==> config.mk <==
export PLATFORM = sky130hd
export DESIGN_NAME = link_gate_ctrl
export DESIGN_NICKNAME = d
export VERILOG_FILES = /design/src/rtl/lgc_pkg.sv /design/src/rtl/lgc_window_timer.sv /design/src/rtl/lgc_link_unit.sv /design/src/rtl/link_gate_ctrl.sv
export SDC_FILE = /design/constraint.sdc
export NUM_CORES = 1
export LEC_CHECK = 0
export ABC_AREA = 1
export CORE_MARGIN = 2
export CORE_UTILIZATION = 40
export DETAILED_ROUTE_END_ITERATION = 8
export GPL_ROUTABILITY_DRIVEN = 0
export PLACE_DENSITY_LB_ADDON = 0.2
export SKIP_CTS_REPAIR_TIMING = 1
export SLEW_MARGIN = 0
export SYNTH_ARGS = -nofsm -noshare
export SYNTH_HDL_FRONTEND = slang
export SYNTH_SLANG_ARGS = --single-unit
==> constraint.sdc <==
create_clock -name clk -period 7 [get_ports clk]
set_clock_uncertainty 0.1 [all_clocks]
set_input_delay 1.4 -clock clk [delete_from_list [all_inputs] [get_ports clk]]
set_output_delay 1.4 -clock clk [all_outputs]
set_load 0.005 [all_outputs]
==> src/rtl/lgc_pkg.sv <==
package lgc_pkg;

  // Power state of one link; the encoding doubles as the enable level.
  typedef enum logic {
    LINK_OFF = 1'b0,
    LINK_ON  = 1'b1
  } link_state_e;

endpackage

==> src/rtl/lgc_window_timer.sv <==
module lgc_window_timer #(
  parameter int CNT_W = 16
) (
  input  logic             clk,
  input  logic             rst,
  input  logic [CNT_W-1:0] win_len_i,
  output logic             win_last_o
);

  logic [CNT_W-1:0] win_cnt;
  logic [CNT_W-1:0] win_eff;

  // A zero length behaves as a one-cycle window.
  assign win_eff    = (win_len_i == '0) ? CNT_W'(1) : win_len_i;
  // Greater-or-equal keeps the timer sane if the length shrinks mid-window.
  assign win_last_o = (win_cnt >= (win_eff - CNT_W'(1)));

  always_ff @(posedge clk) begin
    if (rst) begin
      win_cnt <= '0;
    end else if (win_last_o) begin
      win_cnt <= '0;
    end else begin
      win_cnt <= win_cnt + CNT_W'(1);
    end
  end


  win_cnt_wrap_chk: assert property (@(posedge clk) disable iff (rst)
    win_last_o |=> (win_cnt == '0));

endmodule

==> src/rtl/lgc_link_unit.sv <==
module lgc_link_unit
  import lgc_pkg::*;
#(
  parameter int CNT_W = 16,
  parameter int OFF_W = 16
) (
  input  logic             clk,
  input  logic             rst,
  input  logic             win_last_i,
  input  logic             act_i,
  input  logic [CNT_W-1:0] thresh_i,
  input  logic [OFF_W-1:0] off_len_i,
  output logic             en_o
);

  localparam int SUM_W = CNT_W + 1;

  link_state_e      state;
  logic [CNT_W-1:0] busy_cnt;
  logic [OFF_W-1:0] off_cnt;
  logic             qual;

  logic             is_on;
  logic [SUM_W-1:0] busy_total;
  logic             below_thr;
  logic [OFF_W-1:0] off_eff;
  logic             expiring;

  assign is_on      = (state == LINK_ON);
  assign busy_total = {1'b0, busy_cnt} + SUM_W'(act_i && is_on);
  assign below_thr  = (busy_total < {1'b0, thresh_i});
  assign off_eff    = (off_len_i == '0) ? OFF_W'(1) : off_len_i;
  assign expiring   = !is_on && (off_cnt == OFF_W'(1));
  assign en_o       = is_on;

  // Busy-cycle counter: counts only while powered, cleared every boundary.
  always_ff @(posedge clk) begin
    if (rst) begin
      busy_cnt <= '0;
    end else if (win_last_i || !is_on) begin
      busy_cnt <= '0;
    end else if (act_i) begin
      busy_cnt <= busy_cnt + CNT_W'(1);
    end
  end

  // Power state, off timer and qualification flag.
  always_ff @(posedge clk) begin
    if (rst) begin
      state   <= LINK_ON;
      off_cnt <= '0;
      qual    <= 1'b1;
    end else begin
      unique case (state)
        LINK_ON: begin
          if (win_last_i) begin
            if (qual && below_thr) begin
              state   <= LINK_OFF;
              off_cnt <= off_eff;
              qual    <= 1'b0;
            end else begin
              qual <= 1'b1;
            end
          end
        end
        LINK_OFF: begin
          off_cnt <= off_cnt - OFF_W'(1);
          if (expiring) begin
            state <= LINK_ON;
            // Returning exactly on a boundary: the next window is whole.
            if (win_last_i) qual <= 1'b1;
          end
        end
        default: state <= LINK_ON;
      endcase
    end
  end


  off_gap_load_chk: assert property (@(posedge clk) disable iff (rst)
    $fell(en_o) |-> (off_cnt == $past(off_eff)));


  off_expire_chk: assert property (@(posedge clk) disable iff (rst)
    $rose(en_o) |-> ($past(off_cnt) == OFF_W'(1)));


  eval_gate_chk: assert property (@(posedge clk) disable iff (rst)
    $fell(en_o) |-> ($past(qual) && $past(win_last_i)));


  off_countdown_chk: assert property (@(posedge clk) disable iff (rst)
    (!en_o && $past(!en_o)) |-> (off_cnt == $past(off_cnt) - OFF_W'(1)));


  off_idle_cnt_chk: assert property (@(posedge clk) disable iff (rst)
    !en_o |-> (busy_cnt == '0));

endmodule

==> src/rtl/link_gate_ctrl.sv <==
module link_gate_ctrl #(
  parameter int NUM_LINKS = 8,
  parameter int CNT_W     = 16,
  parameter int OFF_W     = 16
) (
  input  logic                 clk,
  input  logic                 rst,
  input  logic [NUM_LINKS-1:0] act_i,
  input  logic [CNT_W-1:0]     thresh_i,
  input  logic [CNT_W-1:0]     win_len_i,
  input  logic [OFF_W-1:0]     off_len_i,
  output logic [NUM_LINKS-1:0] link_en_o
);

  logic win_last;

  lgc_window_timer #(
    .CNT_W (CNT_W)
  ) u_win (
    .clk        (clk),
    .rst        (rst),
    .win_len_i  (win_len_i),
    .win_last_o (win_last)
  );

  for (genvar g = 0; g < NUM_LINKS; g++) begin : g_link
    lgc_link_unit #(
      .CNT_W (CNT_W),
      .OFF_W (OFF_W)
    ) u_unit (
      .clk        (clk),
      .rst        (rst),
      .win_last_i (win_last),
      .act_i      (act_i[g]),
      .thresh_i   (thresh_i),
      .off_len_i  (off_len_i),
      .en_o       (link_en_o[g])
    );
  end


  reset_all_on_chk: assert property (@(posedge clk)
    rst |=> (&link_en_o));

endmodule

# Yosys cells after proc, flatten, opt, wreduce, memory -nomap -nowiden
# Cells that the tools add are included.
[totals]
regBits = 288
input_bits = 58
out_inout_bits = 8
[op_classes]
addsub = 26
order_cmp = 9
eq_ne = 40
n_mux = 83
bitwise_logic = 8
n_reduce_logical = 67
[ops]
columns = ["operator", "n"]
rows = [
  ["16-bit 2-to-1 mux", 18],
  ["16-bit case mux with 2 select lines", 8],
  ["16-bit by 1-bit adder with 16-bit output (second input constant)", 9],
  ["16-bit by 1-bit subtractor with 16-bit output (second input constant)", 9],
  ["16-bit by 1-bit adder with 17-bit output", 8],
  ["17-bit by 16-bit less-than comparator with 1-bit output", 8],
  ["16-bit by 1-bit equality test with 1-bit output (second input constant)", 8],
  ["2-bit != test (second input constant)", 22],
  ["1-bit 2-to-1 mux", 41],
  ["16-bit zero test", 2],
  ["1-bit case mux with 2 select lines", 16],
  ["1-bit logical AND", 24],
  ["3-bit AND reduction", 8],
  ["2-bit by 1-bit != test with 1-bit output (second input constant)", 10],
  ["2-bit OR reduction", 9],
  ["16-bit >= comparator", 1],
  ["2-bit AND reduction", 8],
  ["1-bit zero test", 8],
  ["1-bit logical OR", 8],
  ["1-bit NOT", 8],
]

# Logic depth before layout (Yosys ltp)
[depth]
word_depth = 7
depth_mapped = 25
depth_no_buf = 22

# Modules after synthesis
# From an unflattened synthesis, not the netlist that was laid out.
[unflattened]
hier_cells = 3637
area_unflattened_um2 = 23930.5
[modules_own_cells]
columns = ["mod", "instances", "cells_per_inst", "area_each_um2", "seq_area_each_um2"]
rows = [
  ["lgc_link_unit (g_link[1].u_unit ...)", 4, 423, 2824.0, 680.7],
  ["lgc_link_unit (g_link[5].u_unit ...)", 3, 430, 2783.9, 680.7],
  ["lgc_link_unit (g_link[0].u_unit)", 1, 438, 2746.4, 680.7],
  ["lgc_window_timer", 1, 217, 1536.5, 320.3],
]

# Worst setup path before layout
# Ideal clock, no wire load.
[synth_path]
path_type = "input -> register"
startpoint = "input win_len_i[5]"
endpoint = "register g_link[3].u_unit.off_cnt[9]"
setup_ns = 0.116
t_arrival_ns = 4.134
slack_ns = 2.650
path_stages = 21
cell_sequence = "inv_1 > nand2_1 > nor2_1 > nand2_1 > nor3_1 > nor2_1 > ha_1 > nand2_1 > nor4_1 > xor2_1 > inv_1 > ha_1 > nand2_1 > nor3_1 > nand3_1 > nand3_2 > buf_6 > nand3_2 > buf_2 > o21ai_0 > nor2_1"
[synth_via]
elab_chain_cells = 6
[synth_rtl]
columns = ["element", "line_no", "rtl"]
rows = [
  ["start, declared", "link_gate_ctrl.sv:10", "input logic [CNT_W-1:0] win_len_i,"],
  ["16-bit zero test", "lgc_window_timer.sv:14", "assign win_eff = (win_len_i == '0) ? CNT_W'(1) : win_len_i;"],
  ["16-bit 2-to-1 mux *", "lgc_window_timer.sv:14", ""],
  ["16-bit by 1-bit subtractor with 16-bit output *", "lgc_window_timer.sv:16", "assign win_last_o = (win_cnt >= (win_eff - CNT_W'(1)));"],
  ["16-bit >= comparator *", "lgc_window_timer.sv:16", ""],
  ["2-bit != test (no source line) *", "--", ""],
  ["2-bit AND reduction (no source line) *", "--", ""],
  ["end signal, assigned", "lgc_link_unit.sv:67", "off_cnt <= off_cnt - OFF_W'(1);"],
  ["end, declared", "lgc_link_unit.sv:20", "logic [OFF_W-1:0] off_cnt;"],
]
# Mark *: on every way between the ends. The rest lies on a longest branch, timed or not.
# A chain may end at the register's enable or synchronous reset.

# Final worst setup path
[layout_path]
startpoint = "input win_len_i[4]"
endpoint = "register g_link[7].u_unit.off_cnt[8]"
[layout_via]
elab_chain_cells = 6
[layout_rtl]
columns = ["element", "line_no"]
rows = [
  ["16-bit zero test", "lgc_window_timer.sv:14"],
  ["16-bit 2-to-1 mux *", "lgc_window_timer.sv:14"],
  ["16-bit by 1-bit subtractor with 16-bit output *", "lgc_window_timer.sv:16"],
  ["16-bit >= comparator *", "lgc_window_timer.sv:16"],
  ["2-bit != test (no source line) *", "--"],
  ["2-bit AND reduction (no source line) *", "--"],
  ["end signal, assigned", "lgc_link_unit.sv:67"],
  ["end, declared", "lgc_link_unit.sv:20"],
]
# Marks and branches as above.

==> run_results.csv <==
group,metric,value,unit
status,outcome,"finished clean",
sta,report.final.slew_viol_count,0,
sta,fmax,184,MHz
pwr,p_int,2.93,mW
pwr,switchingPower,0.979,mW
pwr,max-vdd-ir-drop,0.000137,V
sta,hold_viol_final,0,
logic_synthesis,synth_warnings,0,
cells_and_area,drive_above_1_share,0.0398,
grt,grt_antenna_before_repair,2,
route,drc,0,
floorplan,initial_utilization,0.403,
critical_path,required,7380,ps
critical_path,path_class,"in2reg",
place,io_buffers,65,
job,drv_cap,0,
clock_tree,cts-root-buf,"clkbuf_16",
grt,grt_overflow,0,
critical_path,start_kind,"primary input",
critical_path,cpPeakStageDelay,640,ps
logic_synthesis,async_reset_ff_frac,0,
cells_and_area,fin_nets,3531,
logic_synthesis,yosys.area.top_type_share,0.267,
route,vias,20204,
logic_synthesis,syn_nets,3516,
logic_synthesis,synth_cell_types,49,
sta,whs,349,ps
sta,period_minus_slack,5430,ps
grt,track_usage,0.215,
critical_path,path_common_cell,"nand2_1",
sta,tns,0,ps
floorplan,rows,85,
clock_tree,cts_buffers,38,
route,vias_per_cell,5.03,
clock_tree,htreeDepth,2,
floorplan,die_y,236,µm
sta,worst_pin_slew,855,ps
logic_synthesis,synth_top_cell_by_area,"dfxtp_1",
floorplan,die-area,55900,µm²
clock_tree,clkTransAtPathRegs,60,ps
pwr,sw_frac_of_total,0.250,
clock_tree,insertion_delay,560,ps
critical_path,end_kind,"flop",
grt,grt_pass1_vias,18934,
route,postRouteAntennaNets,0,
sta,rsz0062_at_grt,"false",
grt,top_usage_layer,"met2",
cells_and_area,nFillCells,5677,
logic_synthesis,yosysMostFrequentCell,"nand2_1",
sta,post-route-period-util,0.776,
worst_hold_path,hold_path.class,"reg2reg",
critical_path,arrival,5810,ps
pwr,combPwrFrac,0.071,
route,drtPass1Iterations,6,
clock_tree,cts_buffer_depth,3,
grt,grt_use_met1,0.290,
critical_path,slowest_stage,"nand2_1",
route,routedWlPerCell,15.0,µm
sta,relSlewSlack,0.430,
floorplan,coreArea,53600,µm²
critical_path,cp_cell_sequence,"clkdlybuf4s50_1 > inv_1 > nand2_1 > nor2_1 > nand2_1 > nor3_1 > nor2_1 > ha_1 > nand2_1 > nor3_1 > nand3_1 > xor2_1 > ha_1 > nand4_1 > nor3_1 > nand3_1 > nand3_2 > nand3_2 > nand2_1 > nand2_1 > a21oi_1",
logic_synthesis,synthTopCellsByCount,"nand2_1 (689), nor2_1 (500), inv_1 (370)",
logic_synthesis,ys_ff_latch,288,
logic_synthesis,syn_avg_cell_area,6.59,µm²
grt,grt_use_met2,0.360,
route,drt-initial-drc-count,1357,
logic_synthesis,yosysSeqAreaShare,0.267,
pwr,pwr-share-clk,0.503,
floorplan,die_w,236,µm
pwr,p_total,3.91,mW
route,wl,60100,µm
clock_tree,cts_tree,"done",
critical_path,crit_fanout,20,
sta,setup_viol,0,
pwr,powerDensity,164,nW/µm²
clock_tree,cts_sinks,288,
grt,grt_first_pass_wirelength,98200,µm
pwr,p_seq_frac,0.425,
logic_synthesis,ys_top_cells_by_area,"dfxtp_1 (27%), nand2_1 (12%), ha_1 (10%)",
logic_synthesis,synthCells,3280,
floorplan,io_pins,66,
grt,met3_usage,0.0329,
grt,grt_max_degree,69,
critical_path,ff2ff_setup_slack,3130,ps
logic_synthesis,synth_edf_count,0,
pwr,p_leak,10.6,nW
cells_and_area,area_growth,10.5,%
logic_synthesis,synthFlopType,"dfxtp_1",
logic_synthesis,netlist_area,21600,µm²
place,hpwl,42100,µm
[metrics by stage]
stage	cells	util	setup WS [ps]	area [µm²]
final	4015	0.446	1570	23900
after global routing	4014	0.445	1010	23900
after CTS	4014	0.445	1580	23900
after detailed placement	3951	0.423	995	22700
after global placement	3951	0.423	1060	22700
after floorplan	3280	-	2650	21600
[per-layer routing]
metal | vias up | share of wire
met2 | 375 | 0.45
met3 | 80 | 0.047
met5 | - | 0.00022
met4 | 2 | 0.022
met1 | 9082 | 0.48
li1 | 10665 | -
[sequential cells by signal, indices dropped and copies added, names as in the netlist]
signal                  cells
g_link.u_unit.busy_cnt    128
g_link.u_unit.en_o          8
g_link.u_unit.off_cnt     128
g_link.u_unit.qual          8
u_win.win_cnt              16
[cells by family (layout without fill, tap and decap cells)]
logic type                 after synthesis  in the layout  synth area share
other                                    0              1                 0
and+or+nand+nor                       1676           1676             0.337
buffers and inverters                  475            513            0.0904
DFF                                    288            288             0.267
AOI/OAI and AO/OA                      418            418             0.103
muxes                                   12             12           0.00556
xor gates and xnor gates               233            233            0.0945
adders and majority gates              178            178             0.103
[critical path: cells and delay by family]
family / cells / cell delay, ps
and+or+nand+nor: 15 / 2960
buffers and inverters: 2 / 570
adders and majority gates: 2 / 520
xor gates and xnor gates: 1 / 180
AOI/OAI and AO/OA: 1 / 160
[layout by cell type, fill, tap and decap left out, types with 13 or more instances in the layout]
cell / instances
xor2_1: 179
inv_1: 370
nand2_2: 13
nand3_1: 248
ha_1: 178
nor2_1: 500
nor3_1: 73
or2_2: 16
xnor2_1: 54
clkbuf_16: 39
nand4_1: 50
dfxtp_1: 288
nor4_1: 19
a21oi_1: 194
o21ai_0: 164
nor3b_1: 23
nand2_1: 689
clkdlybuf4s50_1: 64
[power groups by stage]
stage / clock (mW) / combinational, mW / sequential (mW)
6_report: 1.97 / 0.278 / 1.66
5_1_grt: 2.09 / 0.320 / 1.66
4_1_cts: 2.02 / 0.282 / 1.66
3_5_place_dp: 0 / 0.281 / 1.70
3_3_place_gp: 0 / 0.280 / 1.70
2_1_floorplan: 0 / 0.163 / 1.69
[path summary, 6_finish.rpt]
path,start,endpoint,cells past startpoint
setup / recovery,win_len_i[4],g_link[7].u_unit.off_cnt[8],21
hold / removal,u_win.win_cnt[0],u_win.win_cnt[0],1
setup reg to reg,g_link[7].u_unit.en_o,g_link[7].u_unit.off_cnt[8],17
hold reg to reg,u_win.win_cnt[0],u_win.win_cnt[0],1
[layout make-up]
cell class	instances	area [µm²]	share of cell area
inverters	374	1400	0.0588
diodes	1	2.50	0.000105
flip-flops and latches	288	5770	0.241
well taps	696	871	0.0365
clock buffers	54	1120	0.0470
multi-input cells	2517	13900	0.581
repair buffers	76	731	0.0306
clock inverters	9	98.8	0.00414
No activity file was read; power rests on OpenSTA's default activity.
